===== src/rtl/dly_ctrl_pkg.sv =====
package dly_ctrl_pkg;

  // Level held by the terminating lower cell for each line arrangement.
  function automatic logic tie_level(input bit invert);
    return invert ? 1'b0 : 1'b1;
  endfunction

endpackage


===== src/rtl/dly_code_clamp.sv =====
module dly_code_clamp #(
  parameter int CODE_W = 4,
  parameter int IDX_W  = 3,
  parameter int CELLS  = 8
) (
  input  logic [CODE_W-1:0] code_i,
  output logic [IDX_W-1:0]  idx_o
);
  localparam logic [CODE_W-1:0] LIMIT = CODE_W'(CELLS - 1);

  always_comb begin
    if (code_i > LIMIT) idx_o = IDX_W'(CELLS - 1);
    else                idx_o = code_i[IDX_W-1:0];
  end
endmodule


===== src/rtl/dly_code_decode.sv =====
module dly_code_decode #(
  parameter int CELLS = 8,
  parameter int IDX_W = 3
) (
  input  logic [IDX_W-1:0] idx_i,
  output logic [CELLS-1:0] s_n,
  output logic [CELLS:0]   t_n
);
  logic [IDX_W:0] turn;
  assign turn = {1'b0, idx_i} + (IDX_W+1)'(1);

  for (genvar i = 0; i < CELLS; i++) begin : g_therm
    assign s_n[i] = (IDX_W'(i) >= idx_i);
  end

  for (genvar j = 0; j <= CELLS; j++) begin : g_cold
    assign t_n[j] = ((IDX_W+1)'(j) != turn);
  end
endmodule


===== src/rtl/dly_drive_stage.sv =====
module dly_drive_stage #(
  parameter int              W       = 8,
  parameter int              DEPTH   = 1,
  parameter logic [W-1:0]    RST_VAL = '0
) (
  input  logic         clk,
  input  logic         rst,
  input  logic [W-1:0] d,
  output logic [W-1:0] q
);
  logic [W-1:0] pipe [DEPTH];

  for (genvar k = 0; k < DEPTH; k++) begin : g_stage
    if (k == 0) begin : g_first
      always_ff @(posedge clk) begin
        if (rst) pipe[k] <= RST_VAL;
        else     pipe[k] <= d;
      end
    end else begin : g_next
      always_ff @(posedge clk) begin
        if (rst) pipe[k] <= RST_VAL;
        else     pipe[k] <= pipe[k-1];
      end
    end
  end

  assign q = pipe[DEPTH-1];
endmodule


===== src/rtl/dly_ctrl_gen.sv =====
module dly_ctrl_gen #(
  parameter int CELLS  = 8,
  parameter bit INVERT = 1'b0,
  localparam int IDX_W  = $clog2(CELLS),
  localparam int CODE_W = IDX_W + 1
) (
  input  logic              clk,
  input  logic              rst,
  input  logic [CODE_W-1:0] code_i,
  output logic [CELLS-1:0]  s_o,
  output logic [CELLS:0]    t_o,
  output logic              tie_o
);
  localparam logic [CELLS-1:0] S_RST = '1;
  localparam logic [CELLS:0]   T_RST = ~((CELLS+1)'(2));

  logic [IDX_W-1:0] idx;
  logic [CELLS-1:0] s_n;
  logic [CELLS:0]   t_n;

  dly_code_clamp #(.CODE_W(CODE_W), .IDX_W(IDX_W), .CELLS(CELLS)) u_clamp (
    .code_i(code_i), .idx_o(idx)
  );

  dly_code_decode #(.CELLS(CELLS), .IDX_W(IDX_W)) u_dec (
    .idx_i(idx), .s_n(s_n), .t_n(t_n)
  );

  // Turning word: one register, straight through.
  dly_drive_stage #(.W(CELLS+1), .DEPTH(1), .RST_VAL(T_RST)) u_t_reg (
    .clk(clk), .rst(rst), .d(t_n), .q(t_o)
  );

  // Thermometer word: one extra register so it trails the turning word.
  dly_drive_stage #(.W(CELLS), .DEPTH(2), .RST_VAL(S_RST)) u_s_reg (
    .clk(clk), .rst(rst), .d(s_n), .q(s_o)
  );

  assign tie_o = dly_ctrl_pkg::tie_level(INVERT);
endmodule


===== config.mk =====
export PLATFORM = sky130hd
export DESIGN_NAME = dly_ctrl_gen
export DESIGN_NICKNAME = d
export VERILOG_FILES = /design/src/rtl/dly_ctrl_pkg.sv /design/src/rtl/dly_code_clamp.sv /design/src/rtl/dly_code_decode.sv /design/src/rtl/dly_drive_stage.sv /design/src/rtl/dly_ctrl_gen.sv
export SDC_FILE = /design/constraint.sdc
export NUM_CORES = 1
export LEC_CHECK = 0
export BUFFER_PORTS_ARGS = -buffer_cell sky130_fd_sc_hd__buf_2
export CAP_MARGIN = 5
export CORE_MARGIN = 8
export CORE_UTILIZATION = 41
export DETAILED_ROUTE_END_ITERATION = 8
export PLACE_DENSITY = 0.7
export SETUP_SLACK_MARGIN = 0.1
export SYNTH_ARGS = -nofsm -noshare
export SYNTH_HDL_FRONTEND = slang
export SYNTH_SLANG_ARGS = --single-unit

===== constraint.sdc =====
create_clock -name clk -period 0.8 [get_ports clk]
set_clock_uncertainty 0.05 [all_clocks]
set_input_delay 0.24 -clock clk [delete_from_list [all_inputs] [get_ports clk]]
set_output_delay 0.24 -clock clk [all_outputs]
set_load 0.005 [all_outputs]

==> results of run 1 <==
[report_power, final]
group	internal [mW]	total, mW	leakage [nW]	switching, mW
logic	0.0866	0.164	0.169	0.0771
registers	1.20	1.21	0.190	0.0117
clock network	0.186	0.498	0.0177	0.312
[path summary, 6_finish.rpt]
check | start | end | depth (start not counted)
setup / recovery | u_s_reg.pipe[1][3] | s_o[3] | 1
hold / removal | code_i[0] | u_t_reg.pipe[0][3] | 3
setup reg to reg | u_s_reg.pipe[0][3] | u_s_reg.pipe[1][3] | 1
hold reg to reg | u_s_reg.pipe[0][1] | u_s_reg.pipe[1][1] | 1
[cell type report]
class | count | area share (%)
Sequential cell | 23 | 52.8
Clock buffer | 3 | 2.56
Clock inverter | 1 | 0.569
Multi-Input combinational cell | 36 | 25.0
Tap cell | 17 | 2.42
Timing Repair Buffer | 24 | 16.6
[stage by stage]
step | instances | TNS (ps)
3_3_place_gp | 100 | -1430
5_1_grt | 104 | -3990
4_1_cts | 104 | -3680
2_1_floorplan | 63 | 0
6_report | 104 | -3410
3_5_place_dp | 100 | -1680
[state kept, by name, summed over array words and instances (netlist names)]
name,count
u_t_reg.pipe,9
u_s_reg.pipe,14
[Yosys cell counts]
master,count
nor3_2,1
nand2_1,6
dfxtp_1,23
a31oi_1,1
nor3b_2,1
nor2b_1,2
or2_1,9
a21oi_1,2
buf_2,1
o21a_1,1
buf_4,3
nor2_1,1
nand3_1,1
nor2_2,1
a21o_1,2
or2_2,3
o21bai_1,1
nor3_1,1
conb_1,1
[layer usage]
layer | wire length (µm) | part of all wire [%]
met1 | 482 | 43
met2 | 559 | 50
met3 | 56 | 5.0
met4 | 14 | 1.3
met5 | 0 | 0
[cell families (layout without fill, tap and decap cells)]
| kind of cell | Yosys count | count (layout) | synth area share [%] |
|---|---|---|---|
| compound gates | 7 | 7 | 6.70 |
| flops | 23 | 23 | 66.7 |
| simple gates | 26 | 26 | 22.1 |
| other cells | 1 | 3 | 0.543 |
| buf+inv | 4 | 28 | 3.98 |
==> impl_metrics.csv, run 1 <==
group,metric,value,unit
drt,drt_iter0_markers,4,
yosys,syn_avg_cell_area,11.3,µm²
timing,fin_hold_ws,172,ps
floorplan,core-area,1650,µm²
drt,antenna_left,0,
setup_path,critical_path_class,"reg -> out",
timing,min_period_over_period,128,%
global_route,antenna_found_initial,0,
timing,finalWorstSetupSlack,-223,ps
setup_path,crit_family,"flip-flops",
yosys,synth_cells,61,
setup_path,crit_chain,"buf_6",
run,maxCapViolCount,0,
drt,viasPerCell,4.39,
yosys,synth_top_area_share,66.7,%
clocking,hold_buffers,0,
worst_hold_path,hp-class,"in -> reg",
timing,setup_violations,16,
global_route,overflow,0,
yosys,seq_area_frac_synth,66.7,%
setup_path,worstSetupStartpointType,"flop",
floorplan,placementRows,15,
setup_path,critPathMaxStageDelay,340,ps
finish,multiInputGateArea,220,µm²
timing,slew_viol_final,0,
clocking,ctsResizeCount,3,
outcome,violations,"negative setup slack",
timing,rsz0062_at_grt,"true",
global_route,grt_pass1_vias,440,
pwr,p_leak,0.377,nW
placement,placed_cell_area,822,µm²
global_route,grt.busiest_layer,"met2",
clocking,clockBufferDepth,2,
drt,wl,1110,µm
timing,fmax,977,MHz
floorplan,io_pins,24,
outcome,outcome,"finished, violations left",
finish,antennaDiodeCount,0,
finish,drive_above_1_share,43.7,%
placement,port_buffers,21,
setup_path,critical_path.slowest_cell,"dfxtp_2",
drt,wl_per_cell,10.7,µm
timing,finalHoldViolCount,0,
global_route,grtUsageTotal,7.16,%
pwr,max-vdd-ir-drop,0.731,mV
drt,vias,457,
floorplan,die_y,57.0,µm
yosys,synth_seq_cells,23,
drt,drtPass1Iterations,4,
setup_path,arrival,730,ps
floorplan,initial_core_util,41.8,%
clocking,cts_made_buffers,3,
pwr,power.density,2130,nW/µm²
finish,layout.nets,94,
clocking,h-tree-depth,1,
clocking,cts.sinks,23,
clocking,post-cts-setup-buffer-count,0,
yosys,synth_top_area_cell,"dfxtp_1",
setup_path,r2r_slack,130,ps
timing,period_minus_slack,1020,ps
drt,drcViolationCount,0,
global_route,grt_pass1_wl,1900,µm
floorplan,die-area,3250,µm²
finish,final_common_cell,"dfxtp_1",
yosys,synthesis.area,691,µm²
finish,register_area,464,µm²
global_route,grt_max_degree,18,
clocking,clock_latency,300,ps
finish,fillCellCount,155,
global_route,use_met3,2.44,%
finish,area_growth,27.4,%
yosys,synth_warnings,0,
finish,final_cell_mix,"dfxtp_1, buf_2, or2_1",
global_route,grtUsageMet1,7.92,%
placement,globalplace.congestion,0.783,
yosys,synthTopCellsByArea,"dfxtp_1, or2_1, buf_4, nand2_1, or2_2",
clocking,root_buffer,"clkbuf_4",
setup_path,path_buf_inv,1,
yosys,yosysUniqueCellTypes,19,
pwr,power,1.87,mW
setup_path,cp_data_required_time,510,ps
clocking,cts.clk_slew.worst_paths,120,ps
finish,utilization,53.3,%
setup_path,end_kind,"output pin",
placement,hpwl,834,µm
finish,fin_area,880,µm²
clocking,tritoncts,"yes",
placement,post-place-ws,-141,ps
floorplan,fp.dieW,57.0,µm
setup_path,path_max_fanout,1,
global_route,use_met2,11.2,%
Note: power is estimated with default switching activity, not from simulation.
==> run 2: changes to the inputs <==
--- a/config.mk
+++ b/config.mk
@@ -11,6 +11,7 @@
 export CORE_UTILIZATION = 41
 export DETAILED_ROUTE_END_ITERATION = 8
 export PLACE_DENSITY = 0.7
+export RECOVER_POWER = 50
 export SETUP_SLACK_MARGIN = 0.1
 export SYNTH_ARGS = -nofsm -noshare
 export SYNTH_HDL_FRONTEND = slang
==> impl_metrics.csv, run 2 (synthesis results as in run 1) <==
group,metric,value,unit
floorplan,io_pins,24,
global_route,grt_max_degree,18,
global_route,grt_pass1_wl,1900,µm
timing,setup_violations,16,
pwr,p_int,1.47,mW
global_route,overflow,0,
setup_path,crit_chain,"buf_6",
drt,drt_iter0_markers,4,
clocking,clockBufferDepth,2,
placement,hpwl,834,µm
setup_path,cp_data_required_time,510,ps
drt,viasPerCell,4.33,
pwr,p_sw_share,21.2,%
timing,fmax,977,MHz
pwr,seqPwrFrac,65.0,%
setup_path,critPathMaxStageDelay,340,ps
pwr,max-vdd-ir-drop,0.730,mV
floorplan,core-area,1650,µm²
pwr,p_leak,0.369,nW
placement,globalplace.congestion,0.783,
setup_path,crit_family,"flip-flops",
finish,drive_above_1_share,37.9,%
placement,dp.cells,100,
finish,final_cell_mix,"dfxtp_1, buf_2, or2_1",
pwr,p_clk_share,26.5,%
drt,antenna_left,0,
finish,final_common_cell,"dfxtp_1",
clocking,h-tree-depth,1,
finish,reg_top3,"u_s_reg.pipe (14), u_t_reg.pipe (9)",
timing,finalWorstSetupSlack,-223,ps
floorplan,placementRows,15,
floorplan,fp.dieW,57.0,µm
timing,finalHoldViolCount,0,
clocking,cts.sinks,23,
drt,vias,450,
clocking,cts_made_buffers,3,
drt,drcViolationCount,0,
finish,layout.nets,94,
setup_path,critical_path.slowest_cell,"dfxtp_2",
drt,wl_per_cell,10.8,µm
setup_path,path_max_fanout,1,
global_route,antenna_found_initial,0,
finish,antennaDiodeCount,0,
setup_path,end_kind,"output pin",
setup_path,worstSetupStartpointType,"flop",
timing,fin_setup_tns,-3400,ps
outcome,violations,"negative setup slack",
floorplan,die-area,3250,µm²
floorplan,die_y,57.0,µm
drt,drtPass1Iterations,3,
setup_path,arrival,730,ps
clocking,cts.clk_slew.worst_paths,120,ps
timing,period_minus_slack,1020,ps
timing,slew_viol_final,0,
placement,post-place-ws,-141,ps
run,maxCapViolCount,0,
setup_path,path_buf_inv,1,
global_route,grtUsageTotal,7.16,%
timing,min_period_over_period,128,%
clocking,clock_latency,300,ps
floorplan,initial_core_util,41.8,%
pwr,switching_power,0.395,mW
setup_path,critical_path_class,"reg -> out",
outcome,outcome,"finished, violations left",
clocking,root_buffer,"clkbuf_4",
worst_hold_path,hp-class,"in -> reg",
finish,area_growth,25.5,%
placement,port_buffers,21,
finish,fin_cells,104,
timing,rsz0062_at_grt,"true",
clocking,tritoncts,"yes",
global_route,grt_pass1_vias,440,
timing,fin_hold_ws,184,ps
finish,regMostFlops,"u_s_reg.pipe",
drt,wl,1120,µm
pwr,p_comb_share,8.5,%
pwr,power.density,2150,nW/µm²
finish,largest_register_ffs,14,
run 2: changes by cell type in the layout (fill, tap and decap cells not counted), sizes merged:
| cell | previous run | this run |
|---|---|---|
| clkbuf | 3 | 5 |
| buf | 24 | 22 |
run 2: timing repair:
item,CTS,global route
hold buffers,0,0
buffers inserted,0,0
resized for setup,3,6
gates cloned,0,0
endpoints found under the setup margin,19,16
run 2: per-layer routing:
| layer | track usage (%) | vias up | share of wire [%] |
|---|---|---|---|
| li1 | - | 242 | - |
| met1 | 7.92 | 195 | 44 |
| met2 | 11.2 | 11 | 50 |
| met3 | 2.44 | 2 | 5.1 |
| met4 | 5.03 | 0 | 1.2 |
| met5 | 0 | - | 0 |
run 2: worst paths after layout:
kind | startpoint | end | slack (ps) | depth (start not counted)
setup / recovery | u_s_reg.pipe[1][3] | s_o[3] | -220 | 1
hold / removal | code_i[0] | u_t_reg.pipe[0][3] | 180 | 3
hold reg to reg | u_s_reg.pipe[0][1] | u_s_reg.pipe[1][1] | 370 | 1
setup reg to reg | u_s_reg.pipe[0][3] | u_s_reg.pipe[1][3] | 130 | 1
run 2: metrics by stage:
step,power [mW],area [µm²],utilization [%]
6_report,1.87,867,52.5
5_1_grt,1.96,867,52.5
4_1_cts,1.90,857,51.9
3_5_place_dp,1.39,822,49.8
3_3_place_gp,1.39,822,49.8
2_1_floorplan,1.33,718,-
run 2: power by group through the flow:
stage / Combinational, mW / Sequential, mW / Clock, mW
final: 0.158 / 1.21 / 0.495
after detailed placement: 0.155 / 1.24 / 0
after global routing: 0.181 / 1.22 / 0.557
after floorplan: 0.0862 / 1.24 / 0
after global placement: 0.152 / 1.24 / 0
after CTS: 0.161 / 1.21 / 0.527
run 2: final cells by class:
cell class | instances | area (µm²)
Sequential cell | 23 | 464
Clock buffer | 3 | 22.5
Multi-Input combinational cell | 36 | 210
Tap cell | 17 | 21.3
Clock inverter | 1 | 5.00
Timing Repair Buffer | 24 | 144
Fill cell | 157 | 785
==> run 3: changes to the inputs <==
--- a/config.mk
+++ b/config.mk
@@ -5,12 +5,15 @@
 export SDC_FILE = /design/constraint.sdc
 export NUM_CORES = 1
 export LEC_CHECK = 0
+export ABC_CLOCK_PERIOD_IN_PS = 800
 export BUFFER_PORTS_ARGS = -buffer_cell sky130_fd_sc_hd__buf_2
 export CAP_MARGIN = 5
+export CELL_PAD_IN_SITES_DETAIL_PLACEMENT = 0
+export CELL_PAD_IN_SITES_GLOBAL_PLACEMENT = 1
 export CORE_MARGIN = 8
-export CORE_UTILIZATION = 41
+export CORE_UTILIZATION = 31
 export DETAILED_ROUTE_END_ITERATION = 8
-export PLACE_DENSITY = 0.7
+export PLACE_DENSITY_LB_ADDON = 0.1
 export RECOVER_POWER = 50
 export SETUP_SLACK_MARGIN = 0.1
 export SYNTH_ARGS = -nofsm -noshare
==> impl_metrics.csv, run 3 (synthesis results as in run 1) <==
group,metric,value,unit
finish,layout.nets,92,
pwr,p_comb_share,7.9,%
clocking,hold_buffers,0,
setup_path,worstSetupStartpointType,"flop",
setup_path,crit_path_end,"t_o[8]",
clocking,cts.clk_slew.worst_paths,120,ps
clocking,post-cts-setup-buffer-count,0,
global_route,antenna_found_initial,0,
timing,rsz0062_at_grt,"true",
setup_path,critical_path.slowest_cell,"dfxtp_2",
drt,drt_iter0_markers,3,
setup_path,critical_path_class,"reg -> out",
global_route,overflow,0,
drt,wl,1140,µm
pwr,power.density,2180,nW/µm²
timing,slew_viol_final,0,
drt,antenna_left,0,
finish,regMostFlops,"u_s_reg.pipe",
finish,reg_top3,"u_s_reg.pipe (14), u_t_reg.pipe (9)",
setup_path,crit_family,"flip-flops",
placement,hpwl,828,µm
global_route,grt_max_degree,18,
drt,viasPerCell,4.03,
drt,drcViolationCount,0,
timing,period_minus_slack,1030,ps
finish,final_cell_mix,"dfxtp_1, buf_2, or2_1",
setup_path,crit_cells,1,
global_route,grt_pass1_wl,2020,µm
placement,globalplace.congestion,0.635,
floorplan,initial_core_util,31.8,%
setup_path,crit_chain,"buf_2",
floorplan,die_y,63.2,µm
finish,drive_above_1_share,35.3,%
setup_path,path_buf_inv,1,
setup_path,arrival,740,ps
outcome,outcome,"finished, violations left",
timing,finalHoldViolCount,0,
clocking,clock_latency,290,ps
timing,setup_violations,16,
setup_path,r2r_start,"u_s_reg.pipe[0][3]",
pwr,max-vdd-ir-drop,0.797,mV
setup_path,r2r-end,"u_s_reg.pipe[1][3]",
worst_hold_path,hp-class,"in -> reg",
pwr,p_clk_share,27.1,%
pwr,p_int,1.47,mW
finish,antennaDiodeCount,0,
run,maxCapViolCount,0,
pwr,switching_power,0.395,mW
clocking,h-tree-depth,1,
finish,area_growth,23.6,%
finish,utilization,39.3,%
setup_path,crit_start,"u_t_reg.pipe[0][8]",
pwr,seqPwrFrac,65.0,%
finish,largest_register_ffs,14,
floorplan,die-area,3990,µm²
global_route,grtUsageTotal,6.35,%
setup_path,path_max_fanout,1,
pwr,p_leak,0.351,nW
setup_path,cp_data_required_time,510,ps
timing,fmax,973,MHz
floorplan,core-area,2170,µm²
global_route,grt_pass1_vias,483,
clocking,cts.sinks,23,
outcome,violations,"negative setup slack",
clocking,root_buffer,"clkbuf_4",
setup_path,r2r_slack,130,ps
drt,vias,455,
floorplan,fp.dieW,63.2,µm
placement,post-place-ws,-131,ps
clocking,clockBufferDepth,2,
pwr,power,1.86,mW
pwr,p_sw_share,21.2,%
clocking,tritoncts,"yes",
setup_path,end_kind,"output pin",
floorplan,io_pins,24,
placement,port_buffers,21,
floorplan,placementRows,17,
drt,wl_per_cell,10.1,µm
timing,finalWorstSetupSlack,-228,ps
setup_path,r2r_cells,1,
clocking,cts_made_buffers,3,
finish,final_common_cell,"dfxtp_1",
drt,drtPass1Iterations,2,
timing,min_period_over_period,129,%
setup_path,critPathMaxStageDelay,330,ps
run 3: changes by cell type in the layout (fill, tap and decap cells not counted), sizes merged:
cell / delta
clkinv: -1
buf: -2
clkbuf: +1
run 3: final cells by class:
type | count | area [µm²]
Clock buffer | 4 | 26.3
Sequential cell | 23 | 463
Multi-Input combinational cell | 36 | 213
Tap cell | 28 | 35.0
Fill cell | 247 | 1320
Timing Repair Buffer | 22 | 116
run 3: through the flow:
step	hold WS (ps)	cells	TNS [ps]	area, µm²
2_1_floorplan	274	63	0	718
3_3_place_gp	340	109	-1740	821
3_5_place_dp	343	109	-1780	821
4_1_cts	129	113	-3760	855
5_1_grt	131	113	-4250	853
6_report	147	113	-3410	853
run 3: power groups by stage:
stage	logic (mW)	registers [mW]	clock network [mW]
6_report	0.146	1.21	0.505
5_1_grt	0.165	1.22	0.599
4_1_cts	0.155	1.21	0.543
3_5_place_dp	0.149	1.24	0
3_3_place_gp	0.150	1.24	0
2_1_floorplan	0.0862	1.24	0
run 3: how the worst min path moves through the flow:
| stage | start | to | slack (ps) | cells past startpoint |
|---|---|---|---|---|
| floorplan | code_i[0] | u_t_reg.pipe[0][4] | 270 | 1 |
| global placement | u_s_reg.pipe[0][5] | u_s_reg.pipe[1][5] | 340 | 1 |
| detailed placement | u_s_reg.pipe[0][5] | u_s_reg.pipe[1][5] | 340 | 1 |
| CTS | code_i[1] | u_t_reg.pipe[0][4] | 130 | 2 |
| global route | code_i[0] | u_t_reg.pipe[0][4] | 130 | 2 |
| finish | code_i[0] | u_t_reg.pipe[0][4] | 150 | 2 |
run 3: routing by layer:
metal | wire, µm | global-route usage, % | part of all wire, % | vias to the layer above
li1 | - | - | - | 235
met1 | 522 | 6.44 | 46 | 206
met3 | 81 | 2.83 | 7.1 | 2
met2 | 526 | 9.60 | 46 | 12
met4 | 14 | 5.85 | 1.2 | 0
met5 | 0 | 0 | 0 | -
run 3: what timing repair did:
action | in CTS | in global routing
resized for setup | 3 | 3
pin swaps | 0 | 1
setup endpoints to repair | 19 | 17
